===== src/rtl/guard_timer_pkg.sv =====
`timescale 1ns/1ps
package guard_timer_pkg;
  localparam logic [2:0] FEED_KEY  = 3'd5;
  localparam logic [2:0] CODE_OFF  = 3'd0;
  localparam logic [2:0] CODE_RSVD = 3'd4;
  localparam logic       SEL_CTRL  = 1'b0;
  localparam logic       SEL_FEED  = 1'b1;

  typedef struct packed {
    logic       ctrl_wr;
    logic       feed_ok;
    logic [2:0] data;
  } gt_req_t;
endpackage


===== src/rtl/gt_rst_sync.sv =====
`timescale 1ns/1ps
module gt_rst_sync (
  input  logic clk,
  input  logic rst_n,
  output logic rst_n_sync
);
  logic [1:0] sync_q;

  always_ff @(posedge clk or negedge rst_n) begin
    if (!rst_n) sync_q <= 2'b00;
    else        sync_q <= {sync_q[0], 1'b1};
  end

  assign rst_n_sync = sync_q[1];
endmodule


===== src/rtl/gt_divider.sv =====
`timescale 1ns/1ps
module gt_divider #(
  parameter int unsigned DIV = 4
) (
  input  logic clk,
  input  logic rst_n,
  input  logic clr,
  input  logic en,
  output logic tick
);
  localparam int unsigned CW = (DIV > 1) ? $clog2(DIV) : 1;
  localparam logic [CW-1:0] LAST = CW'(DIV - 1);

  logic [CW-1:0] cnt_q, cnt_d;

  assign tick = en && !clr && (cnt_q == LAST);

  always_comb begin
    cnt_d = cnt_q;
    if (clr)     cnt_d = '0;
    else if (en) cnt_d = (cnt_q == LAST) ? '0 : cnt_q + 1'b1;
  end

  always_ff @(posedge clk or negedge rst_n) begin
    if (!rst_n) cnt_q <= '0;
    else        cnt_q <= cnt_d;
  end
endmodule


===== src/rtl/gt_window.sv =====
`timescale 1ns/1ps
module gt_window #(
  parameter int unsigned WINDOW_US  = 30,
  parameter int unsigned CYC_PER_US = 200
) (
  input  logic clk,
  input  logic rst_n,
  input  logic feed_ok,
  output logic win_open
);
  localparam int unsigned WW = $clog2(WINDOW_US + 1);
  localparam logic [WW-1:0] WFULL = WW'(WINDOW_US);

  logic [WW-1:0] win_q, win_d;
  logic          us_tick;

  assign win_open = (win_q != '0);

  gt_divider #(.DIV(CYC_PER_US)) u_us_div (
    .clk  (clk),
    .rst_n(rst_n),
    .clr  (feed_ok),
    .en   (win_open),
    .tick (us_tick)
  );

  always_comb begin
    win_d = win_q;
    if (feed_ok)      win_d = WFULL;
    else if (us_tick) win_d = win_q - 1'b1;
  end

  always_ff @(posedge clk or negedge rst_n) begin
    if (!rst_n) win_q <= '0;
    else        win_q <= win_d;
  end
endmodule


===== src/rtl/gt_ctrl.sv =====
`timescale 1ns/1ps
module gt_ctrl
  import guard_timer_pkg::*;
(
  input  logic       clk,
  input  logic       rst_n,
  input  gt_req_t    req,
  input  logic       win_open,
  input  logic       expire,
  output logic [2:0] ctrl_q,
  output logic       accept
);
  logic [2:0] ctrl_d;

  assign accept = req.ctrl_wr && win_open && (req.data != CODE_RSVD);

  always_comb begin
    ctrl_d = ctrl_q;
    if (expire)      ctrl_d = CODE_OFF;
    else if (accept) ctrl_d = req.data;
  end

  always_ff @(posedge clk or negedge rst_n) begin
    if (!rst_n) ctrl_q <= CODE_OFF;
    else        ctrl_q <= ctrl_d;
  end
endmodule


===== src/rtl/gt_countdown.sv =====
`timescale 1ns/1ps
module gt_countdown #(
  parameter int unsigned CYC_PER_MS = 200000,
  parameter int unsigned BASE_MS    = 250,
  parameter int unsigned PULSE_CYC  = 32
) (
  input  logic       clk,
  input  logic       rst_n,
  input  logic       reload,
  input  logic [2:0] load_code,
  output logic       expire,
  output logic       rst_req
);
  localparam int unsigned MS_W = $clog2(BASE_MS * 32 + 1);
  localparam int unsigned PW   = $clog2(PULSE_CYC + 1);
  localparam logic [MS_W-1:0] BASE  = MS_W'(BASE_MS);
  localparam logic [PW-1:0]   PFULL = PW'(PULSE_CYC);

  function automatic logic [MS_W-1:0] code_to_ms(input logic [2:0] c);
    case (c)
      3'd1:    return BASE;
      3'd2:    return BASE << 1;
      3'd3:    return BASE << 2;
      3'd5:    return BASE << 3;
      3'd6:    return BASE << 4;
      3'd7:    return BASE << 5;
      default: return '0;
    endcase
  endfunction

  logic [MS_W-1:0] left_q, left_d;
  logic [PW-1:0]   pul_q, pul_d;
  logic            running, ms_tick;

  assign running = (left_q != '0);

  gt_divider #(.DIV(CYC_PER_MS)) u_ms_div (
    .clk  (clk),
    .rst_n(rst_n),
    .clr  (reload),
    .en   (running),
    .tick (ms_tick)
  );

  assign expire  = ms_tick && (left_q == MS_W'(1));
  assign rst_req = (pul_q != '0);

  always_comb begin
    left_d = left_q;
    if (reload)       left_d = code_to_ms(load_code);
    else if (ms_tick) left_d = left_q - 1'b1;
  end

  always_comb begin
    pul_d = pul_q;
    if (expire)             pul_d = PFULL;
    else if (pul_q != '0)   pul_d = pul_q - 1'b1;
  end

  always_ff @(posedge clk or negedge rst_n) begin
    if (!rst_n) begin
      left_q <= '0;
      pul_q  <= '0;
    end else begin
      left_q <= left_d;
      pul_q  <= pul_d;
    end
  end
endmodule


===== src/rtl/guard_timer.sv =====
`timescale 1ns/1ps
module guard_timer
  import guard_timer_pkg::*;
#(
  parameter int unsigned CYC_PER_US = 200,
  parameter int unsigned US_PER_MS  = 1000,
  parameter int unsigned WINDOW_US  = 30,
  parameter int unsigned BASE_MS    = 250,
  parameter int unsigned PULSE_CYC  = 32
) (
  input  logic       clk,
  input  logic       rst_n,
  input  logic       bus_cs,
  input  logic       bus_wr,
  input  logic       bus_rd,
  input  logic       bus_sel,
  input  logic [2:0] bus_wdata,
  output logic [2:0] bus_rdata,
  output logic       wd_rst_req
);
  localparam int unsigned CYC_PER_MS = CYC_PER_US * US_PER_MS;

  logic       rst_n_i;
  gt_req_t    req;
  logic       win_open, accept, expire, reload;
  logic [2:0] ctrl_q, load_code;

  gt_rst_sync u_rst_sync (
    .clk       (clk),
    .rst_n     (rst_n),
    .rst_n_sync(rst_n_i)
  );

  assign req.ctrl_wr = bus_cs && bus_wr && (bus_sel == SEL_CTRL);
  assign req.feed_ok = bus_cs && bus_wr && (bus_sel == SEL_FEED) && (bus_wdata == FEED_KEY);
  assign req.data    = bus_wdata;

  gt_window #(.WINDOW_US(WINDOW_US), .CYC_PER_US(CYC_PER_US)) u_window (
    .clk     (clk),
    .rst_n   (rst_n_i),
    .feed_ok (req.feed_ok),
    .win_open(win_open)
  );

  gt_ctrl u_ctrl (
    .clk     (clk),
    .rst_n   (rst_n_i),
    .req     (req),
    .win_open(win_open),
    .expire  (expire),
    .ctrl_q  (ctrl_q),
    .accept  (accept)
  );

  assign reload    = req.feed_ok || accept;
  assign load_code = accept ? req.data : ctrl_q;

  gt_countdown #(
    .CYC_PER_MS(CYC_PER_MS),
    .BASE_MS   (BASE_MS),
    .PULSE_CYC (PULSE_CYC)
  ) u_count (
    .clk      (clk),
    .rst_n    (rst_n_i),
    .reload   (reload),
    .load_code(load_code),
    .expire   (expire),
    .rst_req  (wd_rst_req)
  );

  assign bus_rdata = (bus_cs && bus_rd && (bus_sel == SEL_CTRL)) ? ctrl_q : 3'd0;
endmodule


===== config.mk =====
export PLATFORM = sky130hd
export DESIGN_NAME = guard_timer
export DESIGN_NICKNAME = d
export VERILOG_FILES = /design/src/rtl/guard_timer_pkg.sv /design/src/rtl/gt_rst_sync.sv /design/src/rtl/gt_divider.sv /design/src/rtl/gt_window.sv /design/src/rtl/gt_ctrl.sv /design/src/rtl/gt_countdown.sv /design/src/rtl/guard_timer.sv
export SDC_FILE = /design/constraint.sdc
export NUM_CORES = 1
export LEC_CHECK = 0
export BUFFER_PORTS_ARGS = -buffer_cell sky130_fd_sc_hd__buf_2
export CAP_MARGIN = 10
export CORE_UTILIZATION = 55
export DETAILED_ROUTE_END_ITERATION = 7
export PLACE_DENSITY = 0.78
export SYNTH_ARGS = -nofsm -noshare
export SYNTH_HDL_FRONTEND = slang
export SYNTH_SLANG_ARGS = --single-unit

===== constraint.sdc =====
create_clock -name clk -period 2 [get_ports clk]
set_input_delay 0.1 -clock clk [delete_from_list [all_inputs] [get_ports clk]]
set_output_delay 0.1 -clock clk [all_outputs]
set_load 0.02 [all_outputs]

Yosys cells after proc, flatten, opt, wreduce, memory -nomap -nowiden
Cells that the tools add are included.
{ "word_totals": {"ff_bits": 55, "in_bits": 9, "out_inout_bits": 4, "elab_cells": 64} }
{ "op_classes": {"n_addsub": 5, "n_eq_ne": 11, "n_mux": 16, "bitwise_logic": 1, "n_reduce_logical": 24} }
{ "ops": {"columns": ["op", "n"], "rows": [
  ["13-bit case mux with 6 select lines", 1],
  ["18-bit 2-to-1 mux", 3],
  ["13-bit 2-to-1 mux", 2],
  ["8-bit 2-to-1 mux", 3],
  ["18-bit by 1-bit adder with 18-bit output (second input constant)", 1],
  ["18-bit equality test (second input constant)", 1],
  ["13-bit by 1-bit equality test with 1-bit output (second input constant)", 1],
  ["1-bit logical AND", 13],
  ["13-bit nonzero test", 1],
  ["13-bit by 1-bit subtractor with 13-bit output (second input constant)", 1],
  ["3-bit equality test (second input constant)", 4],
  ["6-bit 2-to-1 mux", 2],
  ["5-bit 2-to-1 mux", 2],
  ["2-bit nonzero test", 5],
  ["3-bit 2-to-1 mux", 3],
  ["8-bit by 1-bit adder with 8-bit output (second input constant)", 1],
  ["8-bit equality test (second input constant)", 1],
  ["3-bit by 2-bit equality test with 1-bit output (second input constant)", 2],
  ["6-bit nonzero test", 1],
  ["6-bit by 1-bit subtractor with 6-bit output (second input constant)", 1],
  ["5-bit nonzero test", 1],
  ["5-bit by 1-bit subtractor with 5-bit output (second input constant)", 1],
  ["3-bit by 1-bit equality test with 1-bit output (second input constant)", 1],
  ["3-bit inequality test (second input constant)", 1],
  ["other kinds (3)", 4]
]} }

Longest topological paths before layout
Gate-level depths: netlist (run 1).
{ "logic_depth": {"ltp_word": 10, "mapped_depth": 8, "mapped_depth_nobuf": 7} }

Cells and area by module
Synthesis (run 1) repeated with hierarchy kept, for this count alone.
{ "hier_totals": {"hier_cells": 345, "area_unflattened_um2": 3203.1} }
{ "by_module_without_submodules": {"columns": ["module", "instances", "cells_per_inst", "area_each_um2", "seq_area_each_um2"], "rows": [
  ["gt_countdown", 1, 125, 1147.4, 475.5],
  ["gt_divider at u_count.u_ms_div", 1, 117, 1029.7, 450.4],
  ["gt_divider at u_window.u_us_div", 1, 46, 447.9, 200.2],
  ["gt_window", 1, 25, 272.8, 125.1],
  ["gt_ctrl", 1, 17, 156.4, 75.1],
  ["guard_timer", 1, 12, 95.1, 0.0],
  ["gt_rst_sync", 1, 3, 53.8, 50.0]
]} }

Least setup slack after synthesis (run 1)
OpenSTA, ideal clock, no wires.
{ "synth_path": {"kind": "register to register", "start": "register u_window.win_q[0]", "end": "register u_count.left_q[5]", "setup_ns": 0.069, "arrival_ns": 1.951, "t_required_ns": 1.931, "slack_ns": -0.020, "stages_incl_launch_ff": 9, "path_buffers": 1, "period_less_slack_ns": 2.020, "cell_sequence": "dfrtp_1 -> inv_1 -> ha_1 -> or4b_1 -> buf_2 -> nand3_4 -> o21ai_4 -> or4_1 -> nand3_1"} }
{ "synth_between": {"elab_chain_len": 8, "elab_cells_between_ends": 17, "cone_classes": "6 x eq/ne; 3 x mux; 8 x reduce/logical"} }
{ "synth_rtl": {"columns": ["item", "line_no", "source"], "rows": [
  ["start, declared", "gt_window.sv:14", "logic [WW-1:0] win_q, win_d;"],
  ["start signal, assigned", "gt_window.sv:35", "else win_q <= win_d;"],
  ["5-bit nonzero test *", "gt_window.sv:17", "assign win_open = (win_q != '0);"],
  ["1-bit logical AND * (2 in series)", "gt_ctrl.sv:15", "assign accept = req.ctrl_wr && win_open && (req.data != CODE_RSVD);"],
  ["branches (longest 5 deep; another with 13-bit case mux with 6 select lines)", null, null],
  ["end signal, assigned", "gt_countdown.sv:65", "left_q <= left_d;"],
  ["end, declared", "gt_countdown.sv:31", "logic [MS_W-1:0] left_q, left_d;"]
]} }
Mark *: on every way between the ends.
A chain may end at the register's enable or synchronous reset.

Final worst setup path (run 1)
{ "layout_path": {"start": "register u_window.win_q[1]", "end": "register u_count.left_q[8]"} }
The elaborated chain is that of the path after synthesis.

==> results of run 1 <==
==> final timing paths <==
kind	startpoint	endpoint	slack, ns	depth (start not counted)
worst max register to register	u_window.win_q[1]$_DFFE_PN0P_	u_count.left_q[8]$_DFFE_PN0P_	-0.008	8
max in group asynchronous	u_rst_sync.sync_q[1]$_DFF_PN0_	u_count.u_ms_div.cnt_q[5]$_DFFE_PN0P_	1.17	1
worst max-delay path	u_window.win_q[1]$_DFFE_PN0P_	u_count.left_q[8]$_DFFE_PN0P_	-0.008	8
min in group clk	bus_wdata[1]	u_count.left_q[4]$_DFFE_PN0P_	0.22	3
worst min-delay path	rst_n	u_rst_sync.sync_q[1]$_DFF_PN0_	0.08	2
worst min register to register	u_rst_sync.sync_q[1]$_DFF_PN0_	u_count.left_q[4]$_DFFE_PN0P_	0.26	0
==> synthesized netlist by cell type, types with 5 or more instances <==
cell type	number
nand3_1	19
a21oi_1	19
clkbuf_1	5
or3_1	10
nor2_1	35
o21ai_0	18
nor3_1	14
buf_2	9
or4_1	6
and3_1	8
ha_1	8
nand4b_1	5
nor2b_1	6
xor2_1	5
nor4_1	7
dfrtp_1	55
nand2_1	31
a31oi_1	6
inv_1	12
xnor2_1	10
nand4_1	13
==> routing by layer <==
layer / vias up / global-route usage (%) / wire length, um
li1: 1553 / - / -
met1: 1625 / 34.3 / 3870
met2: 154 / 46.5 / 4740
met3: 30 / 4.44 / 495
met4: 0 / 11.6 / 259
met5: - / 0 / 0
==> cells by family (layout without fill, tap and decap cells) <==
kind of cell,count (synthesis),in the layout,share of synthesized area (%)
compound gates,79,79,14.8
xor+xnor,15,15,3.78
fa+ha+maj,8,8,2.88
buf+inv,29,97,4.11
flops,55,55,39.7
mux,6,6,1.80
other cells,1,1,0.108
simple gates,192,192,32.9
==> layout make-up <==
cell class	instances	area, um^2
Multi-Input combinational cell	301	2100
Clock buffer	5	68.8
Timing Repair Buffer	77	581
Sequential cell	55	1380
Clock inverter	3	26.3
Fill cell	421	1700
Inverter	12	45.0
Tap cell	75	93.8
==> state kept, by name (all words and copies together) (netlist names) <==
name	count
u_count.u_ms_div.cnt_q	18
u_count.left_q	13
u_window.u_us_div.cnt_q	8
u_count.pul_q	6
u_window.win_q	5
u_ctrl.ctrl_q	3
u_rst_sync.sync_q	2
==> report_power, final <==
part	leakage (nW)	internal [W]	total (W)	switching, W
clock	0.0491	0.000259	0.000682	0.000423
combinational	1.08	0.000530	0.00107	0.000540
sequential	0.685	0.00134	0.00159	0.000253
total	1.81	0.00213	0.00334	0.00122
==> worst max-delay path: stages, from the launching register on <==
cell	delay, ns
dfrtp_1	0.43
inv_2	0.10
ha_4	0.14
nor4b_4	0.28
buf_4	0.24
nor2_1	0.11
a21oi_1	0.28
and3_1	0.23
a31oi_1	0.05
==> timing repair <==
item                                    in CTS  in global routing
endpoints found under the setup margin      17                 28
hold buffers                                 1                  0
gates resized for setup                     14                 27
pin swaps                                    3                 12
hold endpoints to repair                     2                  0
buffers inserted                             3                 14
==> metrics by stage <==
step | power [W] | utilization (%) | setup TNS (ns) | std cells | cell area, um^2
final | 0.00334 | 71.6 | -0.00984 | 528 | 4290
after global routing | 0.00351 | 71.6 | -0.852 | 528 | 4290
after CTS | 0.00318 | 68.1 | 0 | 515 | 4080
after detailed placement | 0.00250 | 65.3 | -0.272 | 503 | 3910
after global placement | 0.00246 | 65.3 | 0 | 503 | 3910
after floorplan | 0.00216 | - | -0.00000155 | 385 | 3480
==> out/qor.txt, run 1 <==
Post-DRT Antenna Nets -> 0
Final Net Count -> 469
DR iter-0 viols -> 287
Tmin final -> 2.01 ns
Ant diodes -> 0
TritonRoute pass-1 iters -> 5
Global-route total usage across every layer -> 27.3%
CTS buffer count -> 5
Seq/Total Area, Yosys -> 39.7%
Worst-Skew Late Latency -> 0.34 ns
Dominant synthesized flop cell -> dfrtp_1
Post-synth EDFFs -> 0
IO Port Bufs -> 12
CP startpoint kind -> flip-flop
Hold WC Path Type -> in -> async
Yosys reg bits -> 55
Pwr per Cell Area -> 779 mW/mm^2
Clk pin slew, worst setup/hold paths -> 0.12 ns
Endpoints failing hold -> 0
Wire length per cell -> 17.7 um
GPL Wtd Cong -> 0.917
Vias per cell -> 6.37
Post-synth top area cell -> dfrtp_1
Number of distinct library cells after synthesis -> 64
Pre-CTS worst setup slack -> -0.0752 ns
Rows -> 28
H-tree Lvls -> 2
Post-synthesis cell area -> 0.00347 mm^2
Vias -> 3362
Required @ worst endpoint -> 2.20 ns
Worst IR Drop VDD -> 539 uV
Post-Synthesis Net Count -> 402
Most frequent cells in the layout -> buf_4 (60), dfrtp_1 (53), nor2_1 (34)
Syn Area/Cell -> 9.02 um^2
Gr ovfl total -> 0
Die Area -> 0.00663 mm^2
Unrepaired setup endpoints after global routing -> yes
Critical path class -> reg -> reg
Ys Warns -> 0
Die W -> 81.4 um
Critical Path AT -> 2.21 ns
Area Growth Syn to Fin -> 23.6%
Post-synth top area share -> 39.7%
DPL Wire Length -> 6180 um
Status -> finished, violations left
Post-synth ARST share -> 100%
Vias in the first global route -> 3061
Initial antenna violation count -> 0
Share of post-route cells with drive strength above 1 -> 28.0%
Setup violators final -> 2
Top post-synthesis cells by area -> dfrtp_1 (40%), nor2_1 (3.8%), nand2_1 (3.4%)
Max-cap violation count -> 0
Worst setup EP type -> flip-flop
Final wirelength -> 9370 um
CTS sink cnt -> 55
Hold WS -> 0.0761 ns
P_leak -> 1.81 nW
Failing checks -> setup timing
Synth Instances -> 385
Clk_skew -> 0.0250 ns
Core area -> 0.00599 mm^2
# IOs -> 13
Die Y-Extent -> 81.4 um
Final Cycle Share -> 100%
Largest net degree at the start of global routing -> 30
Final Max Tran Viols -> 0
Clock buffer depth -> 2
Commonest non-fill, non-tap cell in the layout -> buf_4
DRC Markers -> 0
Slew @ Worst Pin -> 0.595 ns
Max-slew headroom -> 60.4%
First-pass GRT wire length -> 13800 um
Fmax -> 498 MHz
Initial Utilization -> 57.9%
Max Fanout on Critical Path -> 11
CTS tree -> done
Clock Tree Root -> clkbuf_8
Final WS setup -> -0.00842 ns
Note: power is estimated with default switching activity, not from simulation.
==> run 2, diff against run 1 <==
--- a/config.mk
+++ b/config.mk
@@ -9,7 +9,7 @@
 export CAP_MARGIN = 10
 export CORE_UTILIZATION = 55
 export DETAILED_ROUTE_END_ITERATION = 7
-export PLACE_DENSITY = 0.78
+export PLACE_DENSITY = 0.81
 export SYNTH_ARGS = -nofsm -noshare
 export SYNTH_HDL_FRONTEND = slang
 export SYNTH_SLANG_ARGS = --single-unit
==> constraint.sdc (replaced) <==
create_clock -name clk -period 1.7 [get_ports clk]
set_input_delay 0.085 -clock clk [delete_from_list [all_inputs] [get_ports clk]]
set_output_delay 0.085 -clock clk [all_outputs]
set_load 0.02 [all_outputs]
==> run 2 against run 1 <==
- the flow still finishes with violations (setup timing)
- count of clock-buffer cells in the layout is 1 higher
- clock power grew 57%
- sequential power is 22% higher
- hold slack worse by 0.026 ns
- non-clock buffer count increased by 71
- total power increased by 52%
- sequential share of layout area is 6.9 points lower
- register-to-register slack got worse by 0.53 ns
- utilization is 19 points higher
- via count rose by 33%
- first-iteration DRC count up 150%
- global-route usage up 15 points
==> out/qor.txt, run 2 (synthesis results as in run 1) <==
Status -> finished, violations left
Failing checks -> setup timing
Largest net degree at the start of global routing -> 25
Max Fanout on Critical Path -> 7
Vias in the first global route -> 4032
Vias per cell -> 7.47
Final Net Count -> 541
Number of flip-flops in the largest register -> 18
Worst IR Drop VDD -> 769 uV
RR Endpoint -> u_count.left_q[12]$_DFFE_PN0P_
Max-cap violation count -> 0
Rows -> 28
Area Growth Syn to Fin -> 57.2%
Vias -> 4479
Max-slew headroom -> 63.2%
Die W -> 81.4 um
CTS tree -> done
Clock buffer depth -> 2
DPL Wire Length -> 6820 um
H-tree Lvls -> 2
Share of post-route cells with drive strength above 1 -> 48.8%
Gr ovfl total -> 0
Wire length per cell -> 27.2 um
CP startpoint kind -> flip-flop
Fill cell count -> 185
TritonRoute pass-1 iters -> 7
DR iter-0 viols -> 705
DRC Markers -> 0
Crit path to -> u_count.left_q[12]$_DFFE_PN0P_
Post-DRT Antenna Nets -> 0
Die Area -> 0.00663 mm^2
Initial antenna violation count -> 1
Most frequent cells in the layout -> buf_4 (98), dfrtp_1 (53), buf_6 (31)
Die Y-Extent -> 81.4 um
CTS buffer count -> 5
Setup violators final -> 54
Required @ worst endpoint -> 1.90 ns
GPL Wtd Cong -> 0.919
Clock Tree Root -> clkbuf_8
Core area -> 0.00599 mm^2
Clk_skew -> 0.00515 ns
CTS sink cnt -> 55
P_leak -> 2.32 nW
Global-route total usage across every layer -> 41.8%
Slew @ Worst Pin -> 0.549 ns
Biggest regs -> u_count.u_ms_div.cnt_q x18, u_count.left_q x13, u_window.u_us_div.cnt_q x8
Pwr per Cell Area -> 929 mW/mm^2
Critical path class -> reg -> reg
Hold WC Path Type -> in -> async
Final Power -> 0.00507 W
TNS Setup -> -14.37 ns
IO Port Bufs -> 12
Clk pin slew, worst setup/hold paths -> 0.11 ns
Final Cycle Share -> 132%
R2R Path Start -> u_window.win_q[0]$_DFFE_PN0P_
# IOs -> 13
Endpoints failing hold -> 0
Ant diodes -> 0
Initial Utilization -> 57.9%
Critical Path AT -> 2.44 ns
Commonest non-fill, non-tap cell in the layout -> buf_4
Most flop-heavy register -> u_count.u_ms_div.cnt_q
Tmin final -> 2.24 ns
Final Max Tran Viols -> 0
First-pass GRT wire length -> 20400 um
Worst setup EP type -> flip-flop
Critical Path Start -> u_window.win_q[0]$_DFFE_PN0P_
FF-to-FF path depth -> 8
Final wirelength -> 16300 um
Worst-Skew Late Latency -> 0.33 ns
Unrepaired setup endpoints after global routing -> yes
Fmax -> 447 MHz
Final WS setup -> -0.537 ns
Register-to-Register Setup Slack -> -0.54 ns
==> run 2: cell count changes in the layout (fill, tap and decap cells not counted), sizes merged <==
cell    previous run  this run
buf               76       147
bufinv             0         2
inv               14        12
clkbuf             5         6
clkinv             1         0
nand3             21        22
==> run 2: report_power, final <==
part	total, W	switching (W)	internal (W)
Sequential	0.00194	0.000369	0.00157
Clock	0.00107	0.000485	0.000590
Combinational	0.00205	0.00107	0.000980
==> run 2: worst min path at each step <==
stage	endpoint	from	cells after the start	slack (ns)
after floorplan	u_rst_sync.sync_q[0]$_DFF_PN0_	rst_n	0	-0.21
after global placement	u_rst_sync.sync_q[0]$_DFF_PN0_	rst_n	1	-0.13
after detailed placement	u_rst_sync.sync_q[0]$_DFF_PN0_	rst_n	1	-0.13
after CTS	u_rst_sync.sync_q[1]$_DFF_PN0_	rst_n	2	0.07
after global routing	u_rst_sync.sync_q[0]$_DFF_PN0_	rst_n	2	0.05
final	u_rst_sync.sync_q[1]$_DFF_PN0_	rst_n	2	0.05
==> run 2: metal layers <==
layer  routed length (um)  part of all wire (%)  vias up  GRT usage [%]
li1                     -                     -     1715              -
met3                 1910                    12      200           9.33
met1                 5390                    33     2089           48.2
met5                   46                  0.28        -           5.00
met2                 7290                    45      471           69.6
met4                 1670                    10        4           26.6
==> run 2: final cells by class <==
type	instances	area [um^2]	share of cell area, %
tap	75	93.8	1.72
clock buffer	6	72.6	1.33
multi-input combinational	302	2510	46.1
sequential	55	1380	25.3
inverter	12	45.0	0.826
timing repair buffer	148	1290	23.7
clock inverter	2	60.1	1.10
==> run 2: what timing repair did <==
item	4_1_cts	5_1_grt
buffers inserted	21	19
hold buffers	1	0
cloned	3	0
pin swaps	41	28
resized for setup	104	52
endpoints found under the setup margin	53	54
hold endpoints to repair	2	0
==> run 2: critical path, stage by stage (launching register included) <==
cell,delay [ns]
dfrtp_1,0.41
inv_2,0.10
ha_4,0.14
nor4b_4,0.30
nor3_2,0.12
buf_4,0.18
nor2_4,0.26
buf_6,0.20
mux2i_2,0.39
==> run 2: metrics by stage <==
stage | cells | worst slack (ns) | instance area, um^2 | utilization [%] | hold WS [ns]
floorplan | 385 | -0.236 | 3520 | - | -0.211
global placement | 548 | -0.259 | 4260 | 71.2 | -0.129
detailed placement | 548 | -0.361 | 4260 | 71.2 | -0.129
CTS | 581 | -0.244 | 5080 | 84.9 | 0.0719
global route | 600 | -0.569 | 5460 | 91.1 | 0.0478
finish | 600 | -0.537 | 5460 | 91.1 | 0.0497
==> run 3, diff against run 2 <==
==> constraint.sdc (replaced) <==
create_clock -name clk -period 1.9 [get_ports clk]
set_input_delay 0.095 -clock clk [delete_from_list [all_inputs] [get_ports clk]]
set_output_delay 0.095 -clock clk [all_outputs]
set_load 0.02 [all_outputs]
==> run 3 against run 2 <==
- clock skew rose by 0.0032 ns
- the flow still finishes with violations (setup timing)
- register-to-register slack improved by 0.43 ns
- cell count fell by 6.2%
- hold slack improved by 0.020 ns
- flip-flop and latch count did not move
==> out/qor.txt, run 3 (synthesis results as in run 1) <==
Status -> finished, violations left
Failing checks -> setup timing
Final wirelength -> 11500 um
Clk pin slew, worst setup/hold paths -> 0.11 ns
Clock buffer depth -> 2
# IOs -> 13
Gate power share -> 35.7%
Vias per cell -> 6.58
DR iter-0 viols -> 400
Commonest non-fill, non-tap cell in the layout -> buf_4
TritonRoute pass-1 iters -> 5
Finished Layout Cells -> 563
IO Port Bufs -> 12
CTS sink cnt -> 55
CP startpoint kind -> flip-flop
Fin util -> 80.2%
Clock Tree Root -> clkbuf_8
Share of post-route cells with drive strength above 1 -> 38.9%
Worst IR Drop VDD -> 533 uV
DRC Markers -> 0
Required @ worst endpoint -> 2.14 ns
Psw -> 0.00144 W
Rows -> 28
CTS buffer count -> 5
P_leak -> 2.03 nW
Global-route total usage across every layer -> 31.8%
Final Net Count -> 504
Vias in the first global route -> 3334
Initial antenna violation count -> 0
Biggest regs -> u_count.u_ms_div.cnt_q x18, u_count.left_q x13, u_window.u_us_div.cnt_q x8
Most frequent cells in the layout -> buf_4 (86), dfrtp_1 (52), nor2_1 (31)
Die Y-Extent -> 81.4 um
Vias -> 3703
H-tree Lvls -> 2
Max Fanout on Critical Path -> 4
Wire length per cell -> 20.5 um
Most flop-heavy register -> u_count.u_ms_div.cnt_q
Final WS setup -> -0.110 ns
Post-DRT Antenna Nets -> 0
CP peak stage delay -> 0.52 ns
Number of flip-flops in the largest register -> 18
Worst-Skew Late Latency -> 0.32 ns
Slowest-stage cell, CP -> nor4_1
Critical path class -> reg -> reg
Gr ovfl total -> 0
Sw frac -> 36.3%
Placed cell count -> 524
Initial Utilization -> 57.9%
Largest net degree at the start of global routing -> 33
Fmax -> 497 MHz
Final Max Tran Viols -> 0
Hold WC Path Type -> in -> async
Pwr per Cell Area -> 823 mW/mm^2
WP buf/inv -> 1
Reg power frac -> 43.0%
DPL Wire Length -> 6290 um
Setup violators final -> 24
Die W -> 81.4 um
Core area -> 0.00599 mm^2
Unrepaired setup endpoints after global routing -> yes
Ant diodes -> 0
GPL Wtd Cong -> 0.949
Final Cycle Share -> 106%
Slew @ Worst Pin -> 0.630 ns
Max-slew headroom -> 57.8%
Clock power share -> 21.3%
Critical Path AT -> 2.26 ns
Tmin final -> 2.01 ns
Internal power -> 0.00252 W
Clk_skew -> 0.00838 ns
First-pass GRT wire length -> 16000 um
Area Growth Syn to Fin -> 38.5%
Max-cap violation count -> 0
Crit-path cells -> buf_4 > nor4_1 > nand2_1 > or4_4 > a31oi_4
Die Area -> 0.00663 mm^2
Kind of cell adding the most delay to the critical path -> simple AND/OR/NAND/NOR gates
Endpoints failing hold -> 0
CTS tree -> done
Worst setup EP type -> flip-flop
## run 3: cell count changes in the layout (fill, tap and decap cells not counted), sizes merged
cell,delta
clkbuf,-1
clkinv,+1
buf,-36
inv,+1
nand3,-1
bufinv,-1
## run 3: worst paths after layout
path	startpoint	endpoint	slack, ns	depth (start not counted)
max reg2reg	u_count.left_q[5]$_DFFE_PN0P_	u_count.left_q[8]$_DFFE_PN0P_	-0.11	5
max	u_count.left_q[5]$_DFFE_PN0P_	u_count.left_q[8]$_DFFE_PN0P_	-0.11	5
min reg2reg	u_rst_sync.sync_q[1]$_DFF_PN0_	u_count.left_q[3]$_DFFE_PN0P_	0.26	0
min	rst_n	u_rst_sync.sync_q[1]$_DFF_PN0_	0.07	2
max in group asynchronous	u_rst_sync.sync_q[1]$_DFF_PN0_	u_count.u_ms_div.cnt_q[1]$_DFFE_PN0P_	1.08	1
min in group clk	bus_wdata[1]	u_ctrl.ctrl_q[1]$_DFF_PN0_	0.22	3
## run 3: through the flow
stage / power, W / TNS, ns / hold slack (ns) / instance area [um^2] / setup slack (ns)
floorplan: 0.00227 / -0.256 / -0.201 / 3490 / -0.0374
global placement: 0.00267 / -0.182 / -0.118 / 4080 / -0.0774
detailed placement: 0.00273 / -2.67 / -0.120 / 4080 / -0.208
CTS: 0.00366 / -0.422 / 0.0705 / 4430 / -0.0554
global route: 0.00410 / -3.48 / 0.0782 / 4810 / -0.229
finish: 0.00396 / -1.38 / 0.0695 / 4810 / -0.110
## run 3: routing by layer
| metal | GRT usage [%] | routed length (um) | vias up | part of all wire, % |
|---|---|---|---|---|
| met5 | 0 | 0 | - | 0 |
| met2 | 54.6 | 5990 | 213 | 52 |
| met3 | 5.33 | 715 | 35 | 6.2 |
| li1 | - | - | 1625 | - |
| met4 | 11.3 | 271 | 0 | 2.4 |
| met1 | 40.3 | 4540 | 1830 | 39 |
## run 3: area by class of cell
| type | instances | area [um^2] |
|---|---|---|
| clock inverter | 3 | 47.5 |
| sequential | 55 | 1380 |
| tap | 75 | 93.8 |
| clock buffer | 5 | 68.8 |
| timing repair buffer | 112 | 886 |
| fill | 340 | 1180 |
| multi-input combinational | 301 | 2290 |
| inverter | 12 | 45.0 |
## run 3: power groups by stage
stage,Sequential [W],Clock [W],Combinational (W)
6_report,0.00170,0.000843,0.00141
2_1_floorplan,0.00164,0,0.000636
3_3_place_gp,0.00165,0,0.00103
5_1_grt,0.00172,0.000880,0.00151
3_5_place_dp,0.00166,0,0.00107
4_1_cts,0.00165,0.000838,0.00117
## run 3: repair_timing
| action | in CTS | in global routing |
|---|---|---|
| pin swaps | 6 | 22 |
| setup endpoints to repair | 45 | 52 |
| buffers inserted | 15 | 16 |
| hold buffers | 1 | 0 |
| resized for setup | 29 | 59 |
| hold endpoints to repair | 2 | 0 |
